<file path="config.mk">
export PLATFORM = sky130hd
export DESIGN_NAME = sdram_bringup_seq
export DESIGN_NICKNAME = d
export VERILOG_FILES = /design/src/rtl/sdram_seq_pkg.sv /design/src/rtl/sd_gap_timer.sv /design/src/rtl/sd_refresh_timer.sv /design/src/rtl/sdram_bringup_seq.sv
export SDC_FILE = /design/constraint.sdc
export NUM_CORES = 1
export LEC_CHECK = 0
export ABC_AREA = 1
export BUFFER_PORTS_ARGS = -buffer_cell sky130_fd_sc_hd__buf_4
export CAP_MARGIN = 10
export CORE_UTILIZATION = 25
export DETAILED_ROUTE_END_ITERATION = 7
export GPL_TIMING_DRIVEN = 0
export PLACE_DENSITY_LB_ADDON = 0.12
export SYNTH_ARGS = -nofsm -noshare
export SYNTH_HDL_FRONTEND = slang
export SYNTH_SLANG_ARGS = --single-unit
</file>
<file path="constraint.sdc">
create_clock -name clk -period 2.1 [get_ports clk]
set_input_delay 0.315 -clock clk [delete_from_list [all_inputs] [get_ports clk]]
set_output_delay 0.315 -clock clk [all_outputs]
set_load 0.1 [all_outputs]
</file>
<file path="src/rtl/sdram_seq_pkg.sv">
// Shared types for the SDRAM bring-up sequencer.
// Assumes the command pins are grouped {cs_n, ras_n, cas_n, we_n}.
package sdram_seq_pkg;

    typedef enum logic [3:0] {
        CMD_NOP = 4'b0111,
        CMD_PRE = 4'b0010,
        CMD_REF = 4'b0001,
        CMD_LMR = 4'b0000
    } sd_cmd_e;

    typedef enum logic [2:0] {
        ST_IDLE,
        ST_PWRUP,
        ST_RP,
        ST_INITREF,
        ST_MRD,
        ST_RUN
    } seq_state_e;

    // Builds the mode-register word from its fields.
    function automatic logic [15:0] build_mode_word(
        input logic [2:0] burst_code,
        input logic       interleaved,
        input logic [2:0] cas_lat,
        input logic       single_write
    );
        logic [15:0] w;
        w        = '0;
        w[2:0]   = burst_code;
        w[3]     = interleaved;
        w[6:4]   = cas_lat;
        w[9]     = single_write;
        return w;
    endfunction

    // Largest of four gap lengths, at least 1.
    function automatic int max_gap(input int a, input int b, input int c, input int d);
        int m;
        m = 1;
        if (a > m) m = a;
        if (b > m) m = b;
        if (c > m) m = c;
        if (d > m) m = d;
        return m;
    endfunction

endpackage

</file>
<file path="src/rtl/sd_gap_timer.sv">
// Countdown timer that enforces a minimum gap between SDRAM commands.
// On load it takes (gap - 1). done is high once the count reaches zero, so the
// next command lands exactly "gap" cycles after the loading command.
// Assumes every gap is at least one cycle.
module sd_gap_timer #(
    parameter int CNT_W = 8
) (
    input  logic             clk,
    input  logic             rst_n,
    input  logic             load,
    input  logic [CNT_W-1:0] load_val,
    output logic             done
);
    logic [CNT_W-1:0] cnt_q;

    // Load on a command, otherwise count down to zero and hold there.
    always_ff @(posedge clk) begin
        if (!rst_n)
            cnt_q <= '0;
        else if (load)
            cnt_q <= load_val;
        else if (cnt_q != '0)
            cnt_q <= cnt_q - 1'b1;
    end

    assign done = (cnt_q == '0);

endmodule

</file>
<file path="src/rtl/sd_refresh_timer.sv">
// Free-running refresh interval timer. After start it pulses tick once every
// PERIOD cycles, the first pulse PERIOD cycles after start.
// Assumes PERIOD >= 2.
module sd_refresh_timer #(
    parameter int PERIOD = 677
) (
    input  logic clk,
    input  logic rst_n,
    input  logic start,
    output logic tick
);
    localparam int PW = (PERIOD > 2) ? $clog2(PERIOD) : 1;

    logic [PW-1:0] cnt_q;
    logic          run_q;

    // Arm on start, then reload after every expiry.
    always_ff @(posedge clk) begin
        if (!rst_n) begin
            cnt_q <= '0;
            run_q <= 1'b0;
        end else if (start) begin
            cnt_q <= PW'(PERIOD - 1);
            run_q <= 1'b1;
        end else if (run_q) begin
            if (cnt_q == '0)
                cnt_q <= PW'(PERIOD - 1);
            else
                cnt_q <= cnt_q - 1'b1;
        end
    end

    assign tick = run_q && (cnt_q == '0);

endmodule

</file>
<file path="src/rtl/sdram_bringup_seq.sv">
// SDRAM power-up and refresh sequencer.
// Runs the bring-up program (CKE, settle, precharge-all, INIT_REFRESHES
// auto-refreshes, load-mode), then raises init_done and issues auto-refreshes
// on a periodic timer. Requests that arrive inside the row-cycle window are
// counted and issued later. Assumes ROW_BITS > 10 (bit 10 is the precharge-all
// flag) and that every gap parameter is at least 1.
module sdram_bringup_seq
    import sdram_seq_pkg::*;
#(
    parameter int ROW_BITS       = 13,
    parameter int BANK_BITS      = 2,
    parameter int PWRUP_CYCLES   = 25000,
    parameter int T_RP           = 2,
    parameter int T_RC           = 6,
    parameter int T_MRD          = 2,
    parameter int INIT_REFRESHES = 8,
    parameter int REFRESH_PERIOD = 677,
    parameter int PEND_W         = 4,
    parameter logic [2:0] BURST_CODE   = 3'b000,
    parameter logic [2:0] CAS_LATENCY  = 3'd2,
    parameter logic       SINGLE_WRITE = 1'b1
) (
    input  logic                 clk,
    input  logic                 rst_n,
    output logic                 sd_cke,
    output logic                 sd_cs_n,
    output logic                 sd_ras_n,
    output logic                 sd_cas_n,
    output logic                 sd_we_n,
    output logic [ROW_BITS-1:0]  sd_addr,
    output logic [BANK_BITS-1:0] sd_ba,
    output logic                 init_done
);
    localparam int AP_BIT  = 10;
    localparam int MAXG    = max_gap(PWRUP_CYCLES, T_RP, T_RC, T_MRD);
    localparam int GAP_W   = (MAXG > 2) ? $clog2(MAXG) : 1;
    localparam int RCNT_W  = $clog2(INIT_REFRESHES + 1);
    localparam int MIN_CMD_GAP = (T_RP < T_MRD) ? ((T_RP < T_RC) ? T_RP : T_RC)
                                                : ((T_MRD < T_RC) ? T_MRD : T_RC);
    localparam logic [15:0]         MODE_FULL = build_mode_word(BURST_CODE, 1'b0, CAS_LATENCY, SINGLE_WRITE);
    localparam logic [ROW_BITS-1:0] MODE_WORD = MODE_FULL[ROW_BITS-1:0];

    seq_state_e          state_q, state_d;
    sd_cmd_e             cmd_q, cmd_d;
    logic [ROW_BITS-1:0] addr_q, addr_d;
    logic                cke_q, cke_d;
    logic                done_q, done_d;
    logic [RCNT_W-1:0]   rcnt_q, rcnt_d;
    logic [PEND_W-1:0]   pend_q, pend_d;
    logic                gap_load, gap_done;
    logic [GAP_W-1:0]    gap_val;
    logic                tmr_start, tick, run_issue;

    sd_gap_timer #(.CNT_W(GAP_W)) u_gap (
        .clk(clk), .rst_n(rst_n), .load(gap_load), .load_val(gap_val), .done(gap_done)
    );

    sd_refresh_timer #(.PERIOD(REFRESH_PERIOD)) u_rtmr (
        .clk(clk), .rst_n(rst_n), .start(tmr_start), .tick(tick)
    );

    // Next-state and command selection for the bring-up program and refresh.
    always_comb begin
        state_d   = state_q;
        cmd_d     = CMD_NOP;
        addr_d    = '0;
        cke_d     = cke_q;
        done_d    = done_q;
        rcnt_d    = rcnt_q;
        gap_load  = 1'b0;
        gap_val   = '0;
        tmr_start = 1'b0;
        run_issue = 1'b0;
        case (state_q)
            ST_IDLE: begin
                cke_d    = 1'b1;
                gap_load = 1'b1;
                gap_val  = GAP_W'(PWRUP_CYCLES - 1);
                state_d  = ST_PWRUP;
            end
            ST_PWRUP: if (gap_done) begin
                cmd_d          = CMD_PRE;
                addr_d[AP_BIT] = 1'b1;
                gap_load       = 1'b1;
                gap_val        = GAP_W'(T_RP - 1);
                state_d        = ST_RP;
            end
            ST_RP: if (gap_done) begin
                cmd_d    = CMD_REF;
                rcnt_d   = RCNT_W'(1);
                gap_load = 1'b1;
                gap_val  = GAP_W'(T_RC - 1);
                state_d  = ST_INITREF;
            end
            ST_INITREF: if (gap_done) begin
                gap_load = 1'b1;
                if (rcnt_q == RCNT_W'(INIT_REFRESHES)) begin
                    cmd_d   = CMD_LMR;
                    addr_d  = MODE_WORD;
                    gap_val = GAP_W'(T_MRD - 1);
                    state_d = ST_MRD;
                end else begin
                    cmd_d   = CMD_REF;
                    rcnt_d  = rcnt_q + 1'b1;
                    gap_val = GAP_W'(T_RC - 1);
                end
            end
            ST_MRD: if (gap_done) begin
                done_d    = 1'b1;
                tmr_start = 1'b1;
                state_d   = ST_RUN;
            end
            ST_RUN: if ((tick || pend_q != '0) && gap_done) begin
                cmd_d     = CMD_REF;
                gap_load  = 1'b1;
                gap_val   = GAP_W'(T_RC - 1);
                run_issue = 1'b1;
            end
            default: state_d = ST_IDLE;
        endcase
    end

    // Pending-request count: +1 per tick, -1 per issued refresh, saturating.
    always_comb begin
        pend_d = pend_q;
        if (tick && !run_issue && pend_q != '1)
            pend_d = pend_q + 1'b1;
        else if (!tick && run_issue)
            pend_d = pend_q - 1'b1;
    end

    // Sequencer registers; outputs come straight from flops.
    always_ff @(posedge clk) begin
        if (!rst_n) begin
            state_q <= ST_IDLE;
            cmd_q   <= CMD_NOP;
            addr_q  <= '0;
            cke_q   <= 1'b0;
            done_q  <= 1'b0;
            rcnt_q  <= '0;
            pend_q  <= '0;
        end else begin
            state_q <= state_d;
            cmd_q   <= cmd_d;
            addr_q  <= addr_d;
            cke_q   <= cke_d;
            done_q  <= done_d;
            rcnt_q  <= rcnt_d;
            pend_q  <= pend_d;
        end
    end

    assign {sd_cs_n, sd_ras_n, sd_cas_n, sd_we_n} = cmd_q;
    assign sd_addr   = addr_q;
    assign sd_ba     = '0;
    assign sd_cke    = cke_q;
    assign init_done = done_q;

    // ---------------- assertions ----------------
    localparam int AGE_W = $clog2(T_RC + 1);
    logic [AGE_W-1:0] ref_age_q;
    logic             ref_seen_q;

    // Cycles since the last auto-refresh on the pins, saturating at T_RC.
    always_ff @(posedge clk) begin
        if (!rst_n) begin
            ref_age_q  <= '0;
            ref_seen_q <= 1'b0;
        end else if (cmd_q == CMD_REF) begin
            ref_age_q  <= AGE_W'(1);
            ref_seen_q <= 1'b1;
        end else if (ref_age_q < AGE_W'(T_RC)) begin
            ref_age_q  <= ref_age_q + 1'b1;
        end
    end

    a_r1_reset_state: assert property (@(posedge clk)
        !rst_n |=> (!sd_cke && cmd_q == CMD_NOP && !init_done && sd_addr == '0));

    a_r2_cke_sticky: assert property (@(posedge clk) disable iff (!rst_n)
        sd_cke |=> sd_cke);

    a_r3_precharge_all: assert property (@(posedge clk) disable iff (!rst_n)
        (cmd_q == CMD_PRE) |-> (sd_addr[AP_BIT] && sd_cke && !init_done));

    a_r4_ref_spacing: assert property (@(posedge clk) disable iff (!rst_n)
        (cmd_q == CMD_REF && ref_seen_q) |-> (ref_age_q >= AGE_W'(T_RC)));

    a_r5_mode_word: assert property (@(posedge clk) disable iff (!rst_n)
        (cmd_q == CMD_LMR) |-> (sd_addr == MODE_WORD && !init_done && ref_age_q >= AGE_W'(T_RC)));

    a_r6_done_sticky: assert property (@(posedge clk) disable iff (!rst_n)
        init_done |=> init_done);

    a_r10_run_cmds: assert property (@(posedge clk) disable iff (!rst_n)
        init_done |-> (cmd_q == CMD_NOP || cmd_q == CMD_REF));

    generate
        if (MIN_CMD_GAP > 1) begin : g_single_cycle
            a_r7_one_cycle_cmd: assert property (@(posedge clk) disable iff (!rst_n)
                (cmd_q != CMD_NOP) |=> (cmd_q == CMD_NOP));
        end
    endgenerate

endmodule

</file>
Yosys cells after proc, flatten, opt, wreduce, memory -nomap -nowiden:

Cells that the tools add are included.

* bits in latches: 0
* register bits: 56
* bits of input ports: 2
* output and inout port bits: 21
* memory bits (read-only): 0
* RAM bits: 0
* memories kept: 0

* $add $sub $neg: 5
* bitwise logic cells: 2
* reduce and logical (&&, ||, !) cells: 23
* multiplexer cells: 36
* div/mod/pow operators: 0
* shifts and indexed selects: 0
* multipliers: 0
* order comparisons: 0
* equality and inequality tests: 13

Operator list (count)
* 15-bit one-hot mux with 5 select lines: 1
* 15-bit two-way mux: 3
* 10-bit two-way mux: 4
* 3-bit two-way mux: 12
* 4-bit two-way mux: 5
* 3-bit one-hot mux with 6 select lines: 1
* 15-bit logical NOT: 1
* 15-bit nonzero test: 1
* 15-bit by 1-bit subtractor with 15-bit output (second input constant): 1
* 2-bit != test (second input constant): 6
* 3-bit one-hot mux with 4 select lines: 1
* 10-bit logical NOT: 1
* 10-bit by 1-bit subtractor with 10-bit output (second input constant): 1
* 4-bit by 1-bit adder with 4-bit output (second input constant): 2
* 4-bit one-hot mux with 2 select lines: 1
* 2-bit nonzero test: 4
* 3-bit by 2-bit equality test with 1-bit output (second input constant): 2
* 3-bit equality test (second input constant): 2
* 1-bit two-way mux: 6
* 6-bit AND reduction: 1
* 1-bit logical AND: 5
* 4-bit equality test (second input constant): 1
* 4-bit != test (second input constant): 1
* 4-bit AND reduction: 1
* 13 further kinds: 15

Longest topological paths before layout:

Gate-level depths: netlist (run 1).

* word-level depth: 10
* depth in mapped cells: 17
* mapped depth without buffers: 17

By module:

From an unflattened synthesis (run 1), not the netlist that was laid out.

* cell total of the unflattened synthesis: 394
* area, all modules: 2710.1 um^2

By module, submodules not included
* sdram_bringup_seq: area an instance 1151.1 um^2, cells each 158, instances 1
* sd_gap_timer: area an instance 945.9 um^2, cells each 144, instances 1
* sd_refresh_timer: area an instance 613.1 um^2, cells each 92, instances 1

Least setup slack after synthesis (run 1):

Ideal clock, no wire load.

* path type: register -> register
* start point: reg u_rtmr.run_q
* end point: reg pend_q[3]
* data arrival time: 2514 ps
* path slack: -529 ps
* period minus slack after synthesis: 2629 ps
* setup time: 115 ps
* stages on the path, launching flop included: 12
* path through: dfxtp_1 -> nand3_1 -> nand2_1 -> nand3_4 -> nand2_2 -> ha_1 -> nand2_1 -> nand2_1 -> a31oi_1 -> nand2_1 -> a21oi_1 -> nor2_1

* longest elaborated chain between the ends: 9
* elaborated cells between the ends (all ways): 12
* those cells by class: mux: 3; reduce/logical: 9

Ends and longest elaborated chain
* start, declared: RTL line sd_refresh_timer.sv:15 `logic run_q;`
* start signal, assigned: RTL line sd_refresh_timer.sv:21 `run_q <= 1'b0;`
* start signal, assigned: RTL line sd_refresh_timer.sv:24 `run_q <= 1'b1;`
* 1-bit logical AND *: RTL line sd_refresh_timer.sv:33 `assign tick = run_q && (cnt_q == '0);`
* 1-bit logical OR: RTL line sdram_bringup_seq.sv:113 `ST_RUN: if ((tick || pend_q != '0) && gap_done) begin`
* 1-bit logical AND: RTL line sdram_bringup_seq.sv:113
* 1-bit two-way mux: RTL line sdram_bringup_seq.sv:113
* 1-bit two-way mux: RTL line sdram_bringup_seq.sv:74 `case (state_q)`
* 1-bit logical NOT: RTL line sdram_bringup_seq.sv:126 `if (tick && !run_issue && pend_q != '1)`
* 1-bit logical AND (2 in a row): RTL line sdram_bringup_seq.sv:126
* 4-bit two-way mux / 2-bit nonzero test (equally long branches)
* end signal, assigned: RTL line sdram_bringup_seq.sv:149 `pend_q <= pend_d;`
* end, declared: RTL line sdram_bringup_seq.sv:49 `logic [PEND_W-1:0] pend_q, pend_d;`

Mark *: on every way between the ends. The rest lies on a longest branch, timed or not.
A chain may end at the register's enable or synchronous reset.

Final worst setup path (run 1):

* start point: reg u_rtmr.cnt_q[0]
* end point: reg pend_q[3]

* longest elaborated chain between the ends: 10
* elaborated cells between the ends (all ways): 13
* those cells by class: mux: 3; reduce/logical: 10

Ends and longest elaborated chain
* start, declared: RTL line sd_refresh_timer.sv:14 `logic [PW-1:0] cnt_q;`
* start signal, assigned: RTL line sd_refresh_timer.sv:23 `cnt_q <= PW'(PERIOD - 1);`
* start signal, assigned: RTL line sd_refresh_timer.sv:27 `cnt_q <= PW'(PERIOD - 1);`
* start signal, assigned: RTL line sd_refresh_timer.sv:29 `cnt_q <= cnt_q - 1'b1;`
* 10-bit logical NOT *: RTL line sd_refresh_timer.sv:33
* 1-bit logical AND *: RTL line sd_refresh_timer.sv:33
* 1-bit logical OR: RTL line sdram_bringup_seq.sv:113
* 1-bit logical AND: RTL line sdram_bringup_seq.sv:113
* 1-bit two-way mux: RTL line sdram_bringup_seq.sv:113
* 1-bit two-way mux: RTL line sdram_bringup_seq.sv:74
* 1-bit logical NOT: RTL line sdram_bringup_seq.sv:126
* 1-bit logical AND (2 in a row): RTL line sdram_bringup_seq.sv:126
* 4-bit two-way mux / 2-bit nonzero test (equally long branches)

Marked as above.

==> flow_summary.json, run 1 <==
{
  "wire_per_inst_um": 10.99,
  "postCtsHoldBufs": 0,
  "cts.sinks": 43,
  "htreeDepth": 2,
  "initialDrtViolationCount": 75,
  "layout.cells.most_common": "nor2_1",
  "path_cells": "inv_2, ha_4, nand2_4, nor2_4, nand3_4, nand2_4, nand3_4, nand2_4, ha_4, nand2_2, nand2_1, a31oi_1, nand2_1, a21oi_1, nor2_1",
  "yosysWarnings": 0,
  "numCtsBuffers": 5,
  "start_util_pct": 25.90,
  "cts_root_buffer": "clkbuf_8",
  "port-buffer-count": 9,
  "die-area_mm2": 0.01053,
  "grt_max_degree": 14,
  "finalHoldViolations": 0,
  "power_density_mw_per_mm2": 1082,
  "ant_nets": 0,
  "cp_common_cell": "nand2_4",
  "drive_gt1_share_pct": 26.16,
  "arrival_ns": 2.21,
  "slew_viol_final": 0,
  "status": "finished, final reports clean",
  "track_usage_pct": 12.12,
  "post-place-ws_ns": -0.2948,
  "slowest_delay_ns": 0.33,
  "cap_violations": 0,
  "nets": 419,
  "grt_pass1_vias": 2135,
  "grt_pass1_wl_mm": 9.956,
  "netlist_area_mm2": 0.002531,
  "fin_skew_ns": 0.01204,
  "async_flop_share_pct": 0,
  "ys.flop_type": "dfxtp_1",
  "globalplace.congestion": 0.7701,
  "hold_path_class": "in -> reg",
  "crit_family": "simple AND/OR/NAND/NOR gates",
  "ys_seq_area_share_pct": 34.01,
  "cp-end-kind": "flip-flop",
  "p_leak_uw": 0.001488,
  "rsz0062_at_grt": "yes",
  "clk_pin_slew_ns": 0.08,
  "grt_remaining_overflow": 0,
  "worst_pin_slew_ns": 0.5647,
  "io_pins": 23,
  "r2r_slack_ns": 0.08,
  "vdd.ir_drop.worst_v": 0.0004075,
  "drc": 0,
  "fin_cells": 542,
  "worst_slack_ns": 0.08102,
  "vias": 2274,
  "via_per_inst": 4.196,
  "final_cell_mix": "nor2_1, nand2_1, buf_4",
  "fin_crit_sh_pct": 96.14,
  "synth_edf_count": 0,
  "ys_seq_elements": 43,
  "critPathSlowestCell": "dfxtp_2",
  "syn_avg_cell_area_um2": 7.130,
  "cp_num_buf_inv": 1,
  "syn-instance-count": 355,
  "crit_fanout": 4,
  "num_rows": 36,
  "chipHeight_um": 102.6,
  "syn_to_final_growth_pct": 26.89,
  "dp_cells": 509,
  "total_power_uw": 3475,
  "core_area_mm2": 0.009774,
  "die_w_um": 102.6,
  "crit_required_ns": 2.29,
  "finalSetupViolCount": 0,
  "ys_types": 38,
  "start_kind": "flip-flop",
  "tritoncts": "built",
  "grt_antenna_before_repair": 0,
  "first_pass_iters": 4,
  "max_freq_ghz": 0.4953,
  "fin_crit_ns": 2.019,
  "num_antenna_cells": 0,
  "dp_hpwl_mm": 4.265,
  "routed_wl_mm": 5.955,
  "fin_util_pct": 32.86,
  "worstSkewPairLatency_ns": 0.30,
  "crit_type": "reg -> reg",
  "clockBufferDepth": 2,
  "maxSlewHeadroom_pct": 62.36
}
==> per-layer routing <==
metal / track usage [%] / wire (um) / vias to the layer above
met5: 0 / 0 / -
met4: 3.297 / 36 / 0
met3: 2.441 / 147 / 2
met2: 20.92 / 2856 / 23
met1: 15.29 / 2914 / 1032
li1: - / - / 1217
==> layout make-up <==
| class | instances | area [um^2] |
|---|---|---|
| clock inverters | 2 | 12.51 |
| fillers | 1081 | 6563 |
| multi-input cells | 262 | 1539 |
| well taps | 133 | 166.4 |
| inverters | 44 | 165.2 |
| plain buffers | 18 | 132.6 |
| repair buffers | 34 | 255.2 |
| clock buffers | 6 | 72.57 |
| flip-flops and latches | 43 | 868.3 |
==> final timing paths <==
| check | cells after the start | startpoint | to |
|---|---|---|---|
| min reg2reg | 2 | u_rtmr.cnt_q[4] | u_rtmr.cnt_q[4] |
| max reg2reg | 15 | u_rtmr.cnt_q[0] | pend_q[3] |
| max | 15 | u_rtmr.cnt_q[0] | pend_q[3] |
| min | 3 | rst_n | u_rtmr.cnt_q[2] |
==> worst min-delay path: stages <==
cell     delay (ns)
buf_4          0.15
o21ai_0        0.07
a31oi_1        0.04
==> report_power, final <==
group	total (uW)	switching [uW]	leakage [uW]	internal, uW
logic	1820	1230	0.00109	598
clock network	541	308	0.0000412	233
registers	1110	140	0.000353	970
total	3480	1670	0.00149	1800
==> repair_timing <==
item | 4_1_cts | 5_1_grt
pin swaps | 10 | 11
gates resized for setup | 13 | 14
setup endpoints to repair | 3 | 3
buffers inserted | 16 | 9
==> synth_stat cells, types with 2 or more instances <==
cell | n | area [um^2]
nor2_2 | 6 | 37.54
nor2_4 | 2 | 22.52
nand3b_1 | 3 | 22.52
xnor2_1 | 5 | 43.79
ha_1 | 8 | 100.1
a21oi_1 | 14 | 70.07
nor2_1 | 62 | 232.7
a31oi_1 | 4 | 25.02
inv_2 | 4 | 15.01
o21ai_1 | 7 | 35.03
nand2_4 | 2 | 22.52
clkinv_1 | 2 | 7.510
o21ai_0 | 11 | 55.05
and3_1 | 2 | 12.51
inv_1 | 38 | 142.6
nand4_1 | 5 | 31.28
xor2_1 | 13 | 113.9
nand2_2 | 6 | 37.54
nor3_1 | 7 | 35.03
buf_4 | 15 | 112.6
nand3_1 | 19 | 95.09
nand3_2 | 2 | 20.02
dfxtp_1 | 43 | 860.8
nor4_1 | 3 | 18.77
nand2_1 | 59 | 221.5
==> cell families (layout without fill, tap and decap cells) <==
group                      count (synthesis)  after routing  synth area share [%]
AOI/OAI and AO/OA                         39             39                 8.601
xor gates and xnor gates                  18             18                 6.228
adders and majority gates                  9              9                 4.746
buffers and inverters                     62            104                 11.76
DFF                                       43             43                 34.01
other                                      1             13                0.1482
and+or+nand+nor                          183            183                 34.50
==> metrics by stage <==
| step | setup TNS (ns) | area, um^2 | hold slack, ns |
|---|---|---|---|
| finish | 0 | 3212 | 0.3268 |
| global route | -0.05410 | 3212 | 0.3409 |
| CTS | 0 | 3085 | 0.3136 |
| detailed placement | -0.3107 | 2833 | 0.4637 |
| global placement | -0.2614 | 2833 | 0.4521 |
| floorplan | 0 | 2599 | 0.4295 |
==> sequential cells by signal, summed over array words and instances, names as in the netlist <==
register      cells
cmd_q             3
sd_addr           2
sd_cke            1
u_rtmr.run_q      1
state_q           3
u_rtmr.cnt_q     10
rcnt_q            4
pend_q            4
u_gap.cnt_q      15
No activity file was read; power rests on OpenSTA's default activity.
==> inputs of run 2 (changes only) <==
Settings changed: ABC_AREA 1 to unset.
==> flow_summary.json, run 2 <==
{
  "reg_top3": "u_gap.cnt_q (15), u_rtmr.cnt_q (10)",
  "synth_top_family_by_area": "simple AND/OR/NAND/NOR gates",
  "vias": 2111,
  "dp_hpwl_mm": 4.091,
  "synth_xor_area_share_pct": 7.124,
  "chipHeight_um": 98.67,
  "crit_type": "reg -> reg",
  "worst_slack_ns": -0.4956,
  "slew_viol_final": 0,
  "start_kind": "flip-flop",
  "grt_max_degree": 14,
  "largest_reg_flops": 15,
  "fin_tns_setup_ns": -1.745,
  "num_rows": 34,
  "violations": "negative setup slack",
  "status": "finished, violations left",
  "drive_gt1_share_pct": 31.02,
  "syn-instance-count": 275,
  "maxSlewHeadroom_pct": 53.07,
  "die-area_mm2": 0.009735,
  "seqPwrFrac_pct": 45.4,
  "drc": 0,
  "first_pass_iters": 4,
  "worstSkewPairLatency_ns": 0.30,
  "cp-end-kind": "flip-flop",
  "ys_top_cells_by_count": "dfxtp_1, nor2_1, nand2_1",
  "hold_slack_ns": 0.3554,
  "nets": 342,
  "port-buffer-count": 9,
  "clk_pin_slew_ns": 0.09,
  "num_antenna_cells": 0,
  "synth_compound_area_share_pct": 15.96,
  "ys_types": 56,
  "netlist_area_mm2": 0.002336,
  "grt_remaining_overflow": 0,
  "muxShareOfSynthArea_pct": 0,
  "yosysWarnings": 0,
  "synth_edf_count": 0,
  "finalSetupViolCount": 20,
  "yosys-top-cells-area": "dfxtp_1, buf_4, nor2_1",
  "initialDrtViolationCount": 82,
  "n_fill_cell": 924,
  "core_area_mm2": 0.008891,
  "p_sw_share_pct": 30.91,
  "crit_required_ns": 2.31,
  "max_flop_register": "u_gap.cnt_q",
  "yosysMostFrequentCell": "dfxtp_1",
  "syn_avg_cell_area_um2": 8.495,
  "wire_per_inst_um": 14.05,
  "fin_crit_sh_pct": 123.6,
  "tritoncts": "built",
  "io_pins": 23,
  "worst_pin_slew_ns": 0.7039,
  "synthSimpleGateAreaFrac_pct": 26.67,
  "ys_seq_area_share_pct": 36.85,
  "grt_pass1_wl_mm": 10.33,
  "slowest_delay_ns": 0.54,
  "fin_crit_ns": 2.596,
  "finalHoldViolations": 0,
  "start_util_pct": 26.27,
  "rsz0062_at_grt": "yes",
  "yosysTopAreaCellShare_pct": 36.85,
  "synthAdderAreaFrac_pct": 5.142,
  "globalplace.congestion": 0.7667,
  "numCtsBuffers": 5,
  "track_usage_pct": 13.50,
  "power.share.clock_pct": 33.7,
  "max_freq_ghz": 0.3853,
  "p_leak_uw": 0.001244,
  "fin_skew_ns": 0.01574,
  "path_cells": "or4_4, nand4b_1, buf_6, o21bai_4, ha_4, a21o_1, a21oi_2, a311oi_2, or3b_1, a21oi_1",
  "htreeDepth": 2,
  "syn_to_final_growth_pct": 38.46,
  "fin_util_pct": 36.38,
  "routed_wl_mm": 6.184,
  "comb_power_share_pct": 20.8,
  "fin_cells": 440,
  "critPathSlowestCell": "or4_4",
  "ys.flop_type": "dfxtp_1",
  "crit_fanout": 2,
  "p_sw_uw": 600.8,
  "ys_seq_elements": 43,
  "place_area_mm2": 0.002625,
  "grt_pass1_vias": 2044,
  "die_w_um": 98.67,
  "power_density_mw_per_mm2": 600.9,
  "yosys.area.top_type": "dfxtp_1",
  "cap_violations": 0,
  "async_flop_share_pct": 0,
  "arrival_ns": 2.81,
  "layout.cells.most_common": "buf_4",
  "final_cell_mix": "buf_4, dfxtp_1, nor2_1",
  "clockBufferDepth": 2,
  "final_area_mm2": 0.003234,
  "via_per_inst": 4.798,
  "dp_cells": 404,
  "cts_root_buffer": "clkbuf_8",
  "hold_path_class": "in -> reg",
  "vdd.ir_drop.worst_v": 0.0003344,
  "intPower_uw": 1343,
  "ant_nets": 0,
  "cts.sinks": 43,
  "grt_antenna_before_repair": 0
}
[run 2: cell types whose count changed after synthesis, moves of 6 or more]
cell     before  now
nand3_1      19    6
nor4_1        3   10
nand2_2       6    0
nor3_1        7   15
xor2_1       13    7
xnor2_1       5   12
o21ai_1       7    1
nor2_1       62   29
inv_1        38    9
nand2_1      59   28
nor2_2        6    0
[run 2: logic make-up after synthesis]
group / after synthesis
adder cells (fa/ha/maj): 9
AND/OR/NAND/NOR: 117
other: 1
buffers and inverters: 32
XOR/XNOR: 19
flip-flops: 43
AO/OA/AOI/OAI: 54
[run 2: power groups by stage]
stage,registers (uW),clock network [uW],logic (uW)
5_1_grt,888,718,438
4_1_cts,877,679,402
2_1_floorplan,902,0,276
3_3_place_gp,895,0,341
6_report,883,655,405
3_5_place_dp,895,0,340
[run 2: what timing repair did]
| item | CTS | global route |
|---|---|---|
| setup endpoints to repair | 37 | 40 |
| buffers inserted | 23 | 6 |
| hold buffers | 0 | 0 |
| resized for setup | 41 | 14 |
| pin swaps | 29 | 8 |
| cloned | 1 | 0 |
[run 2: per-layer routing]
| layer | routed length (um) | GRT usage [%] | vias to the layer above |
|---|---|---|---|
| met3 | 158 | 2.340 | 10 |
| met4 | 96 | 3.674 | 0 |
| met2 | 2787 | 21.67 | 24 |
| met5 | 0 | 0 | - |
| li1 | - | - | 1073 |
| met1 | 3142 | 18.67 | 1004 |
[run 2: cell type report]
| type | instances | area (um^2) | share of cell area [%] |
|---|---|---|---|
| tap | 108 | 135.1 | 4.178 |
| clock inverter | 1 | 30.03 | 0.9284 |
| buffer | 21 | 158.9 | 4.913 |
| inverter | 9 | 33.78 | 1.044 |
| sequential | 43 | 872.1 | 26.96 |
| clock buffer | 7 | 76.32 | 2.360 |
| timing repair buffer | 39 | 324.1 | 10.02 |
| multi-input combinational | 212 | 1604 | 49.59 |
[run 2: final timing paths]
kind | start | cells past startpoint | end | slack (ns)
setup reg to reg | u_gap.cnt_q[9] | 10 | pend_q[3] | -0.50
setup / recovery | u_gap.cnt_q[9] | 10 | pend_q[3] | -0.50
hold / removal | rst_n | 3 | u_gap.cnt_q[8] | 0.36
hold reg to reg | sd_cke | 2 | sd_cke | 0.50
[run 2: through the flow]
stage / power (uW) / worst slack (ns)
3_3_place_gp: 1235 / -0.7819
6_report: 1944 / -0.4956
4_1_cts: 1957 / -0.6392
3_5_place_dp: 1235 / -0.8094
2_1_floorplan: 1178 / -0.5243
5_1_grt: 2045 / -0.6215
[run 2: worst max-delay path, delay by kind of cell (launching register included)]
kind / cells / cell delay (ns)
simple gates: 3 / 1.14
fa+ha+maj: 1 / 0.22
flops: 1 / 0.32
buf+inv: 1 / 0.17
compound gates: 5 / 0.66
